$ cat config.mk
export PLATFORM = sky130hd
export DESIGN_NAME = wdog_minute_top
export DESIGN_NICKNAME = d
export VERILOG_FILES = /design/src/rtl/wdog_pkg.sv /design/src/rtl/wdog_tick_gen.sv /design/src/rtl/wdog_counter.sv /design/src/rtl/wdog_led.sv /design/src/rtl/wdog_minute_top.sv
export SDC_FILE = /design/constraint.sdc
export NUM_CORES = 1
export LEC_CHECK = 0
export ABC_AREA = 1
export BUFFER_PORTS_ARGS = -buffer_cell sky130_fd_sc_hd__buf_2
export CAP_MARGIN = 15
export CORE_MARGIN = 1
export CORE_UTILIZATION = 45
export CTS_BUF_LIST = sky130_fd_sc_hd__clkbuf_8
export DETAILED_ROUTE_END_ITERATION = 8
export PLACE_DENSITY = 0.66
export RECOVER_POWER = 100
export REMOVE_ABC_BUFFERS = 1
export SLEW_MARGIN = 30
export SYNTH_ARGS = -nofsm -noshare
export SYNTH_HDL_FRONTEND = slang
export SYNTH_SLANG_ARGS = --single-unit
$ cat constraint.sdc
create_clock -name clk -period 2.47 [get_ports clk]
set_input_delay 0.494 -clock clk [delete_from_list [all_inputs] [get_ports clk]]
set_output_delay 0.494 -clock clk [all_outputs]
set_load 0.01 [all_outputs]
$ cat src/rtl/wdog_pkg.sv
package wdog_pkg;
  localparam int DATA_W = 8;
  localparam int ADDR_W = 2;
  localparam int IRQ_EN_BIT = 1;
  localparam int BLINK_EN_BIT = 3;
  localparam int FLAG_BIT = 0;

  typedef enum logic [ADDR_W-1:0] {
    ADR_COUNT    = 2'd0,
    ADR_CTRL     = 2'd1,
    ADR_STAT     = 2'd2,
    ADR_STAT_ALT = 2'd3
  } wd_addr_e;
endpackage

$ cat src/rtl/wdog_tick_gen.sv
module wdog_tick_gen #(
  parameter longint unsigned PERIOD = 64'd60
) (
  input  logic clk,
  input  logic rst_n,
  input  logic run_i,
  input  logic restart_i,
  output logic tick_o
);
  localparam int CW = (PERIOD > 64'd1) ? $clog2(PERIOD) : 1;
  localparam logic [CW-1:0] LAST = CW'(PERIOD - 64'd1);

  logic [CW-1:0] ctr_q, ctr_d;
  logic ctr_en, at_last;

  assign at_last = (ctr_q == LAST);
  assign tick_o  = run_i & ~restart_i & at_last;
  assign ctr_en  = run_i | restart_i | (ctr_q != '0);

  always_comb begin
    if (!run_i || restart_i) ctr_d = '0;
    else if (at_last)        ctr_d = '0;
    else                     ctr_d = ctr_q + CW'(1);
  end

  always_ff @(posedge clk or negedge rst_n) begin
    if (!rst_n)      ctr_q <= '0;
    else if (ctr_en) ctr_q <= ctr_d;
  end

  // an idle divider sits at zero one cycle after it was stopped
  assert_idle_clear_R3: assert property (@(posedge clk) disable iff (!rst_n)
    (!run_i && !restart_i) |=> (ctr_q == '0));
endmodule

$ cat src/rtl/wdog_counter.sv
module wdog_counter
  import wdog_pkg::*;
(
  input  logic              clk,
  input  logic              rst_n,
  input  logic              wr_i,
  input  logic [DATA_W-1:0] wdata_i,
  input  logic              kick_i,
  input  logic              tick_i,
  input  logic              clr_i,
  output logic [DATA_W-1:0] cnt_o,
  output logic              flag_o,
  output logic              restart_o
);
  logic [DATA_W-1:0] cnt_q, cnt_d, rel_q, rel_d;
  logic flag_q, flag_d;
  logic load_wr, kick_ok, expire, cnt_en, rel_en, flag_en;

  assign load_wr  = wr_i & (wdata_i != '0);
  assign kick_ok  = kick_i & (cnt_q != '0) & ~wr_i;
  assign expire   = ~wr_i & ~kick_ok & tick_i & (cnt_q == DATA_W'(1));
  assign restart_o = load_wr | kick_ok;

  assign cnt_en  = wr_i | kick_ok | (tick_i & (cnt_q != '0));
  assign rel_en  = load_wr;
  assign flag_en = expire | clr_i;

  always_comb begin
    if (wr_i)         cnt_d = wdata_i;
    else if (kick_ok) cnt_d = rel_q;
    else              cnt_d = cnt_q - DATA_W'(1);
    rel_d  = wdata_i;
    flag_d = expire;
  end

  always_ff @(posedge clk or negedge rst_n) begin
    if (!rst_n) begin
      cnt_q  <= '0;
      rel_q  <= '0;
      flag_q <= 1'b0;
    end else begin
      if (cnt_en)  cnt_q  <= cnt_d;
      if (rel_en)  rel_q  <= rel_d;
      if (flag_en) flag_q <= flag_d;
    end
  end

  assign cnt_o  = cnt_q;
  assign flag_o = flag_q;

  assert_step_one_R1: assert property (@(posedge clk) disable iff (!rst_n)
    (cnt_q != '0 && !wr_i && !kick_i) |=>
      (cnt_q == $past(cnt_q) || cnt_q == $past(cnt_q) - DATA_W'(1)));
  assert_load_R2: assert property (@(posedge clk) disable iff (!rst_n)
    load_wr |=> (cnt_q == $past(wdata_i)));
  assert_stop_R3: assert property (@(posedge clk) disable iff (!rst_n)
    (wr_i && wdata_i == '0 && !clr_i) |=> (cnt_q == '0 && flag_q == $past(flag_q)));
  assert_kick_idle_R4: assert property (@(posedge clk) disable iff (!rst_n)
    (kick_i && cnt_q == '0 && !wr_i) |=> (cnt_q == '0));
  assert_reload_valid_R4: assert property (@(posedge clk) disable iff (!rst_n)
    (cnt_q != '0) |-> (rel_q != '0));
  assert_expire_flag_R5: assert property (@(posedge clk) disable iff (!rst_n)
    (tick_i && cnt_q == DATA_W'(1) && !wr_i && !kick_i) |=> flag_q);
endmodule

$ cat src/rtl/wdog_led.sv
module wdog_led (
  input  logic clk,
  input  logic rst_n,
  input  logic active_i,
  input  logic blink_tick_i,
  output logic led_o
);
  logic led_q, led_d, led_en;

  assign led_en = ~active_i | blink_tick_i;

  always_comb begin
    if (!active_i) led_d = 1'b0;
    else           led_d = ~led_q;
  end

  always_ff @(posedge clk or negedge rst_n) begin
    if (!rst_n)      led_q <= 1'b0;
    else if (led_en) led_q <= led_d;
  end

  assign led_o = led_q;

  assert_led_dark_R7: assert property (@(posedge clk) disable iff (!rst_n)
    !active_i |=> !led_q);
  assert_led_hold_R7: assert property (@(posedge clk) disable iff (!rst_n)
    (active_i && !blink_tick_i) |=> $stable(led_q));
endmodule

$ cat src/rtl/wdog_minute_top.sv
module wdog_minute_top
  import wdog_pkg::*;
#(
  parameter longint unsigned MINUTE_CYC = 64'd6_000_000_000,
  parameter int unsigned     BLINK_DIV  = 120
) (
  input  logic              clk,
  input  logic              rst_n,
  input  logic              acc_wr_i,
  input  logic [ADDR_W-1:0] acc_addr_i,
  input  logic [DATA_W-1:0] acc_wdata_i,
  output logic [DATA_W-1:0] acc_rdata_o,
  input  logic              kbd_irq_i,
  input  logic              ms_irq_i,
  output logic              wdt_irq_o,
  output logic              led_o
);
  localparam longint unsigned BLINK_CYC = MINUTE_CYC / longint'(BLINK_DIV);

  // reset: asserted at once, released two edges later
  logic [1:0] rs_q;
  logic rst_int_n;
  always_ff @(posedge clk or negedge rst_n) begin
    if (!rst_n) rs_q <= 2'b00;
    else        rs_q <= {rs_q[0], 1'b1};
  end
  assign rst_int_n = rs_q[1];

  // register decode
  wd_addr_e adr;
  logic wr_cnt, wr_ctrl, wr_stat, clr_flag;
  assign adr      = wd_addr_e'(acc_addr_i);
  assign wr_cnt   = acc_wr_i & (adr == ADR_COUNT);
  assign wr_ctrl  = acc_wr_i & (adr == ADR_CTRL);
  assign wr_stat  = acc_wr_i & ((adr == ADR_STAT) | (adr == ADR_STAT_ALT));
  assign clr_flag = wr_stat & ~acc_wdata_i[FLAG_BIT];

  logic [DATA_W-1:0] ctrl_q;
  always_ff @(posedge clk or negedge rst_int_n) begin
    if (!rst_int_n)   ctrl_q <= '0;
    else if (wr_ctrl) ctrl_q <= acc_wdata_i;
  end

  // kick edge detection
  logic kbd_q, ms_q, kick;
  always_ff @(posedge clk or negedge rst_int_n) begin
    if (!rst_int_n) begin
      kbd_q <= 1'b0;
      ms_q  <= 1'b0;
    end else begin
      kbd_q <= kbd_irq_i;
      ms_q  <= ms_irq_i;
    end
  end
  assign kick = (kbd_irq_i & ~kbd_q) | (ms_irq_i & ~ms_q);

  logic [DATA_W-1:0] cnt;
  logic flag, restart, min_tick, blink_tick, blink_on;

  wdog_tick_gen #(.PERIOD(MINUTE_CYC)) u_minute (
    .clk(clk), .rst_n(rst_int_n), .run_i(cnt != '0), .restart_i(restart),
    .tick_o(min_tick));

  wdog_counter u_count (
    .clk(clk), .rst_n(rst_int_n), .wr_i(wr_cnt), .wdata_i(acc_wdata_i),
    .kick_i(kick), .tick_i(min_tick), .clr_i(clr_flag),
    .cnt_o(cnt), .flag_o(flag), .restart_o(restart));

  assign blink_on = flag & ctrl_q[BLINK_EN_BIT];

  wdog_tick_gen #(.PERIOD(BLINK_CYC)) u_blink (
    .clk(clk), .rst_n(rst_int_n), .run_i(blink_on), .restart_i(1'b0),
    .tick_o(blink_tick));

  wdog_led u_led (
    .clk(clk), .rst_n(rst_int_n), .active_i(blink_on),
    .blink_tick_i(blink_tick), .led_o(led_o));

  assign wdt_irq_o = flag & ctrl_q[IRQ_EN_BIT];

  always_comb begin
    acc_rdata_o = '0;
    case (adr)
      ADR_COUNT: acc_rdata_o = cnt;
      ADR_CTRL:  acc_rdata_o = ctrl_q;
      default:   acc_rdata_o[FLAG_BIT] = flag;
    endcase
  end

  // a clear that cannot collide with an expiry always drops the interrupt
  assert_clear_irq_R8: assert property (@(posedge clk) disable iff (!rst_int_n)
    (clr_flag && cnt != DATA_W'(1)) |=> !wdt_irq_o);
  assert_irq_rise_R6: assert property (@(posedge clk) disable iff (!rst_int_n)
    $rose(wdt_irq_o) |-> ctrl_q[IRQ_EN_BIT]);
  assert_stat_upper_R5: assert property (@(posedge clk) disable iff (!rst_int_n)
    (adr == ADR_STAT || adr == ADR_STAT_ALT) |-> (acc_rdata_o[DATA_W-1:1] == '0));
endmodule

# Word-level counts from Yosys, hierarchy flattened
# Cells that the tools add are included.
dict set report totals {
  ff_bits 89
  input_bits 15
  out_inout_bits 10
  word_cells 71
}
dict set report classes {
  addsub 3
  n_eq_ne 6
  mux 9
  bitwise_logic 36
  n_reduce_logical 7
}
# op n
set op_table {}
lappend op_table {{33-bit two-way mux} 2}
lappend op_table {{26-bit two-way mux} 2}
lappend op_table {{33-bit by 1-bit adder with 33-bit output, second input constant} 1}
lappend op_table {{33-bit == test, second input constant} 1}
lappend op_table {{33-bit nonzero test} 1}
lappend op_table {{26-bit by 1-bit adder with 26-bit output, second input constant} 1}
lappend op_table {{26-bit == test, second input constant} 1}
lappend op_table {{26-bit nonzero test} 1}
lappend op_table {{1-bit bitwise AND} 18}
lappend op_table {{8-bit two-way mux} 2}
lappend op_table {{8-bit nonzero test} 2}
lappend op_table {{7-bit case mux with 2 select lines} 1}
lappend op_table {{1-bit OR} 10}
lappend op_table {{8-bit by 1-bit == test with 1-bit output, second input constant} 1}
lappend op_table {{1-bit NOT} 8}
lappend op_table {{8-bit by 1-bit subtractor with 8-bit output, second input constant} 1}
lappend op_table {{2-bit == test, second input constant} 2}
lappend op_table {{2-bit by 1-bit == test with 1-bit output, second input constant} 1}
lappend op_table {{2-bit logical NOT} 1}
lappend op_table {{1-bit case mux with 2 select lines} 1}
lappend op_table {{1-bit logical NOT} 1}
lappend op_table {{1-bit logical OR} 1}
lappend op_table {{1-bit two-way mux} 1}

# Logic depth before layout (Yosys ltp)
dict set report depth {
  depth_word 12
  depth_mapped 13
  depth_no_buf 12
}

# Hierarchy
# Synthesis repeated with hierarchy kept, for this count alone.
dict set report unflattened {
  cells_unflattened 898
  hier_area_um2 5913.2
}
# mod n_inst cells_each area_each_um2 seq_area_each_um2
set modules_own_cells {}
lappend modules_own_cells {{wdog_tick_gen at u_minute} 1 375 2307.2 825.8}
lappend modules_own_cells {{wdog_tick_gen at u_blink} 1 268 1805.5 650.6}
lappend modules_own_cells {wdog_counter 1 155 1091.0 425.4}
lappend modules_own_cells {wdog_minute_top 1 95 669.4 300.3}
lappend modules_own_cells {wdog_led 1 5 40.0 25.0}

# Least setup slack after synthesis
# OpenSTA, ideal clock, no wires.
dict set report synth_timing {
  kind {reg-to-reg}
  startpoint {register u_count.cnt_q[0] (netlist: u_count.cnt_o[0])}
  endpoint {register u_count.cnt_q[2] (netlist: u_count.cnt_o[2])}
  setup_time_ns 0.117
  arrival_ns 1.458
  t_required_ns 2.353
  path_slack_ns 0.895
  stages_incl_launch_ff 12
  path_buffers 0
  synth_period_minus_slack_ns 1.575
  path_cell_list {dfrtp_1 -> inv_1 -> ha_1 -> inv_1 -> nor2_1 -> nand2_2 -> nand3_2 -> nand2_1 -> nor2_4 -> nand2_8 -> nand3_1 -> nand2_1}
}
dict set report synth_via {
  elab_chain_cells 9
  word_cells_on_any_way 13
  cone_classes {add/sub (1); mux (2); bitwise (9); reduce/logical (1)}
}
# item line
set synth_lines {}
lappend synth_lines {{from (decl)} wdog_counter.sv:15} ;# logic [DATA_W-1:0] cnt_q, cnt_d, rel_q, rel_d;
lappend synth_lines {{from (signal assigned)} wdog_counter.sv:42} ;# if (cnt_en) cnt_q <= cnt_d;
lappend synth_lines {{8-bit nonzero test} {wdog_counter.sv:20, wdog_counter.sv:24, wdog_minute_top.sv:61}}
lappend synth_lines {{1-bit bitwise AND (2 in series)} wdog_counter.sv:20} ;# assign kick_ok = kick_i & (cnt_q != '0) & ~wr_i;
lappend synth_lines {{1-bit OR} wdog_counter.sv:22} ;# assign restart_o = load_wr | kick_ok;
lappend synth_lines {{1-bit NOT} wdog_tick_gen.sv:17} ;# assign tick_o = run_i & ~restart_i & at_last;
lappend synth_lines {{1-bit bitwise AND (2 in series)} wdog_tick_gen.sv:17}
lappend synth_lines {{1-bit bitwise AND} wdog_counter.sv:24} ;# assign cnt_en = wr_i | kick_ok | (tick_i & (cnt_q != '0));
lappend synth_lines {{1-bit OR} wdog_counter.sv:24}
# Parallel ways exist; a longest one is shown, timed or not.
# A chain may end at the register's enable or synchronous reset.

# Worst setup path after layout
dict set report layout_timing {
  startpoint {register u_count.cnt_q[0] (netlist: u_count.cnt_o[0])}
  endpoint {register u_minute.ctr_q[11]}
}
dict set report layout_via {
  elab_chain_cells 6
  word_cells_on_any_way 9
  cone_classes {mux (1); bitwise (5); reduce/logical (3)}
}
# item line
set layout_lines {}
lappend layout_lines {{8-bit nonzero test *} {wdog_counter.sv:20, wdog_minute_top.sv:61}}
lappend layout_lines {{1-bit bitwise AND (2 in series)} wdog_counter.sv:20}
lappend layout_lines {{1-bit OR} wdog_counter.sv:22}
lappend layout_lines {{1-bit OR or 1-bit logical OR (tied branches)} {wdog_tick_gen.sv:18, wdog_tick_gen.sv:21}}
lappend layout_lines {{1-bit OR or 33-bit two-way mux (tied branches)} {wdog_tick_gen.sv:18, wdog_tick_gen.sv:21}}
lappend layout_lines {{to (signal assigned)} wdog_tick_gen.sv:28} ;# else if (ctr_en) ctr_q <= ctr_d;
lappend layout_lines {{to (decl)} wdog_tick_gen.sv:13} ;# logic [CW-1:0] ctr_q, ctr_d;
# Mark *: on every way between the ends. The rest lies on a longest branch, timed or not.

==> run_results.csv <==
group,metric,value,unit
yosys,synth_area_per_cell,7.17,um2
power,pwr_density_cell,616,nW/um2
critical_path,crit_buf_inv,3,
placement,dp.cells,970,
route,vias_per_cell,5.18,
finish,fin_area,6080,um2
sta,hold_viol,0,
power,vdd_drop_max,0.332,mV
sta,slew_headroom,-0.978,%
cts,numCtsBuffers,9,
worst_hold_path,hp-class,"input port to flop",
critical_path,critPathSlowestCell,"dfrtp_1",
critical_path,cp.arrival,2.39,ns
yosys,yosysTopAreaCellShare,39.8,%
yosys,yosysUniqueCellTypes,38,
run,cap_violations,1,
yosys,synth_top_family_by_area,"simple AND/OR/NAND/NOR gates",
grt,grt_pass1_wl,23.7,mm
route,drtIter0Drc,399,
yosys,synth.most_common_cell,"nand2_1",
cts,cts.sinks,89,
run_status,violations,"max-capacitance violations, max-slew violations",
grt,overflow,0,
finish,antennaDiodeCount,0,
cts,h-tree-depth,3,
critical_path,crit_path_max_fanout,17,
critical_path,start_kind,"flop",
yosys,synth_cells,781,
critical_path,path_cells,"inv_1, ha_1, inv_1, nor2_1, nand2_1, nand3_1, nand3_4, buf_4, nor3_1",
placement,io_buffers,24,
yosys,synth-edff-count,0,
critical_path,worstSetupPathType,"flop to flop",
route,firstDrtPassIters,5,
route,wl_per_cell,14.0,um
run_status,status,"finished, violations left",
cts,cts_buffer_depth,2,
floorplan,core,12100,um2
yosys,ys_seq_area_share,39.8,%
cts,cts_setup_buffers,0,
route,vias,5111,
yosys,synth_top_cell_by_area,"dfrtp_1",
finish,final_nets,836,
power,pwr-share-comb,22.7,%
finish,final_layout_size_suffix_gt1_share,8.67,%
cts,insertion_delay,0.38,ns
critical_path,max_stage_delay,0.41,ns
sta,finalSetupViolCount,0,
grt,grt.met3_usage,4.30,%
critical_path,cp_data_required_time,2.77,ns
grt,grt_usage,23.2,%
yosys,yosysWarnings,0,
yosys,synthMuxAreaShare,0.603,%
critical_path,cpMostUsedCell,"inv_1",
grt,antenna_found_initial,0,
power,switching_share,33.5,%
yosys,synth_commonest_cells,"nand2_1 (223), nor2_1 (120), inv_1 (95), dfrtp_1 (89), nand3_1 (59)",
cts,cts-root-buf,"clkbuf_8",
critical_path,r2r-end,"u_minute.ctr_q[11]$_DFFE_PN0P_",
grt,grtUsageMet1,31.9,%
route,antenna_left,0,
yosys,synthTopCellsByArea,"dfrtp_1 (40%), nand2_1 (15%), nor2_1 (8.0%)",
yosys,synth_seq_cells,89,
grt,first_global_vias,4968,
cts,clkSlewWorstSetupHoldPaths,0.09,ns
sta,slew_viol_final,37,
critical_path,timing.rr.start,"u_count.cnt_o[0]$_DFFE_PN0P_",
sta,grt_setup_unrepaired,"no",
floorplan,die_w,114,um
floorplan,ios,25,
floorplan,num_rows,40,
floorplan,start_util,46.4,%
critical_path,crit_family,"simple AND/OR/NAND/NOR gates",
power,p_int,0.00249,W
yosys,synth_compound_area_share,4.22,%
grt,grt_busiest_layer,"met2",
critical_path,worst-path-stages,9,
sta,fmax,478,MHz
critical_path,endpoint,"u_minute.ctr_q[11]$_DFFE_PN0P_",
yosys,syn_area,5600,um2
placement,placed_area,5930,um2
placement,hpwl,10.6,mm
yosys,synthSimpleGateAreaFrac,42.5,%
power,seqPwrFrac,45.6,%
floorplan,floorplan.die_area,12900,um2
power,p_sw,0.00126,W
placement,place.gp.congestion,0.938,
grt,globalRouteMet2Util,36.1,%
route,drt-total-wl,13.8,mm
finish,syn2layout_area_growth,8.65,%
power,p_clk_share,31.7,%
power,p_leak,2.76,nW
critical_path,rrSetupSlack,0.38,ns
yosys,synth-xor-area-share,3.44,%
critical_path,crit_start,"u_count.cnt_o[0]$_DFFE_PN0P_",
floorplan,die_h,114,um
yosys,post_synth_fa_ha_maj_area_fraction,1.56,%
sta,worst_slew_pin_slew,1.51,ns
yosys,ys.flop_type,"dfrtp_1",
sta,skew,0.00950,ns
grt,grt_max_degree,52,
route,route.detailed.drc,0,
critical_path,endpoint_kind,"flop",
critical_path,reg2regPathDepth,9,
sta,timing.final.crit_share,84.8,%
finish,fin_cells,987,
cts,cts_tree,"done",
sta,period_needed,2.09,ns
yosys,synth-async-reset-ratio,100,%
finish,nFillCells,1230,
-- kinds of logic after synthesis --
family                     Yosys count
and+or+nand+nor                    509
buffers and inverters              109
DFF                                 89
AOI/OAI and AO/OA                   41
xor gates and xnor gates            22
adders and majority gates            7
muxes                                3
other                                1
-- area by class of cell --
cell class	instances	area, um2	area share (%)
Clock buffer	11	151	2.49
Clock inverter	5	77.6	1.28
Inverter	103	399	6.56
Multi-Input combinational cell	583	2870	47.2
Sequential cell	89	2230	36.6
Tap cell	168	210	3.46
Timing Repair Buffer	28	145	2.39
-- flip-flops by register name, summed over array words and instances, names as in the netlist --
register and cells:
u_count.rel_q 8, u_blink.ctr_q 26, rs_q 2, ms_q 1, ctrl_q 8, u_count.cnt_o 8, u_minute.ctr_q 33, kbd_q 1
u_led.led_o 1, u_count.flag_o 1
-- worst min path at each step --
stage               startpoint                 to  depth (start not counted)
floorplan                rst_n  rs_q[0]$_DFF_PN0_                          0
global placement         rst_n  rs_q[0]$_DFF_PN0_                          1
detailed placement       rst_n  rs_q[0]$_DFF_PN0_                          1
CTS                   ms_irq_i     ms_q$_DFF_PN0_                          1
global route          ms_irq_i     ms_q$_DFF_PN0_                          1
finish                ms_irq_i     ms_q$_DFF_PN0_                          1
-- through the flow --
step / util (%) / worst slack, ns / total power (W) / setup TNS, ns / hold WS, ns
after detailed placement: 49.1 / 0.427 / 0.00260 / 0 / 0.284
final: 50.4 / 0.376 / 0.00375 / 0 / 0.231
after floorplan: - / -0.193 / 0.00235 / -16.75 / 0.198
after global placement: 49.1 / 0.505 / 0.00258 / 0 / 0.279
after global routing: 50.4 / 0.215 / 0.00396 / 0 / 0.212
after CTS: 51.1 / 0.515 / 0.00378 / 0 / 0.218
-- power by group through the flow --
stage / logic [W] / clock network, W / registers (W)
3_3_place_gp: 0.000852 / 0 / 0.00173
3_5_place_dp: 0.000864 / 0 / 0.00174
5_1_grt: 0.000965 / 0.00127 / 0.00173
6_report: 0.000852 / 0.00119 / 0.00171
4_1_cts: 0.000867 / 0.00121 / 0.00171
2_1_floorplan: 0.000634 / 0 / 0.00171
-- worst reg2reg max path: cells and delay by family (launching register included) --
family | cells | cell delay (ns)
simple gates | 5 | 0.96
buf+inv | 3 | 0.49
flops | 1 | 0.41
fa+ha+maj | 1 | 0.17
-- timing repair --
action                    4_1_cts  5_1_grt
hold endpoints to repair        2        0
gates resized for setup         0        0
hold buffers                    1        0
-- layer usage --
metal | vias up | wire length, um
li1 | 2528 | -
met1 | 2420 | 6560
met2 | 132 | 6340
met3 | 31 | 611
met4 | 0 | 289
met5 | - | 0
-- cells in the final DEF, fill, tap and decap left out, types with 2 or more instances in the layout --
cell         n
nand2_1    226
nor2_1     123
inv_1       97
dfrtp_1     89
nand3_1     61
nor3_1      38
o21ai_0     26
nand4_1     21
xor2_1      21
clkbuf_1    14
a21oi_1     11
clkbuf_8    11
buf_2       11
nand2_2      9
nor2_4       7
ha_1         7
inv_2        6
nor2_2       4
nor3b_1      4
mux2_2       3
nand3b_1     3
nand3_4      2
nand2_4      2
nor4_1       2
nor3_4       2
bufinv_16    2
Power figures use the tool's default switching activity.
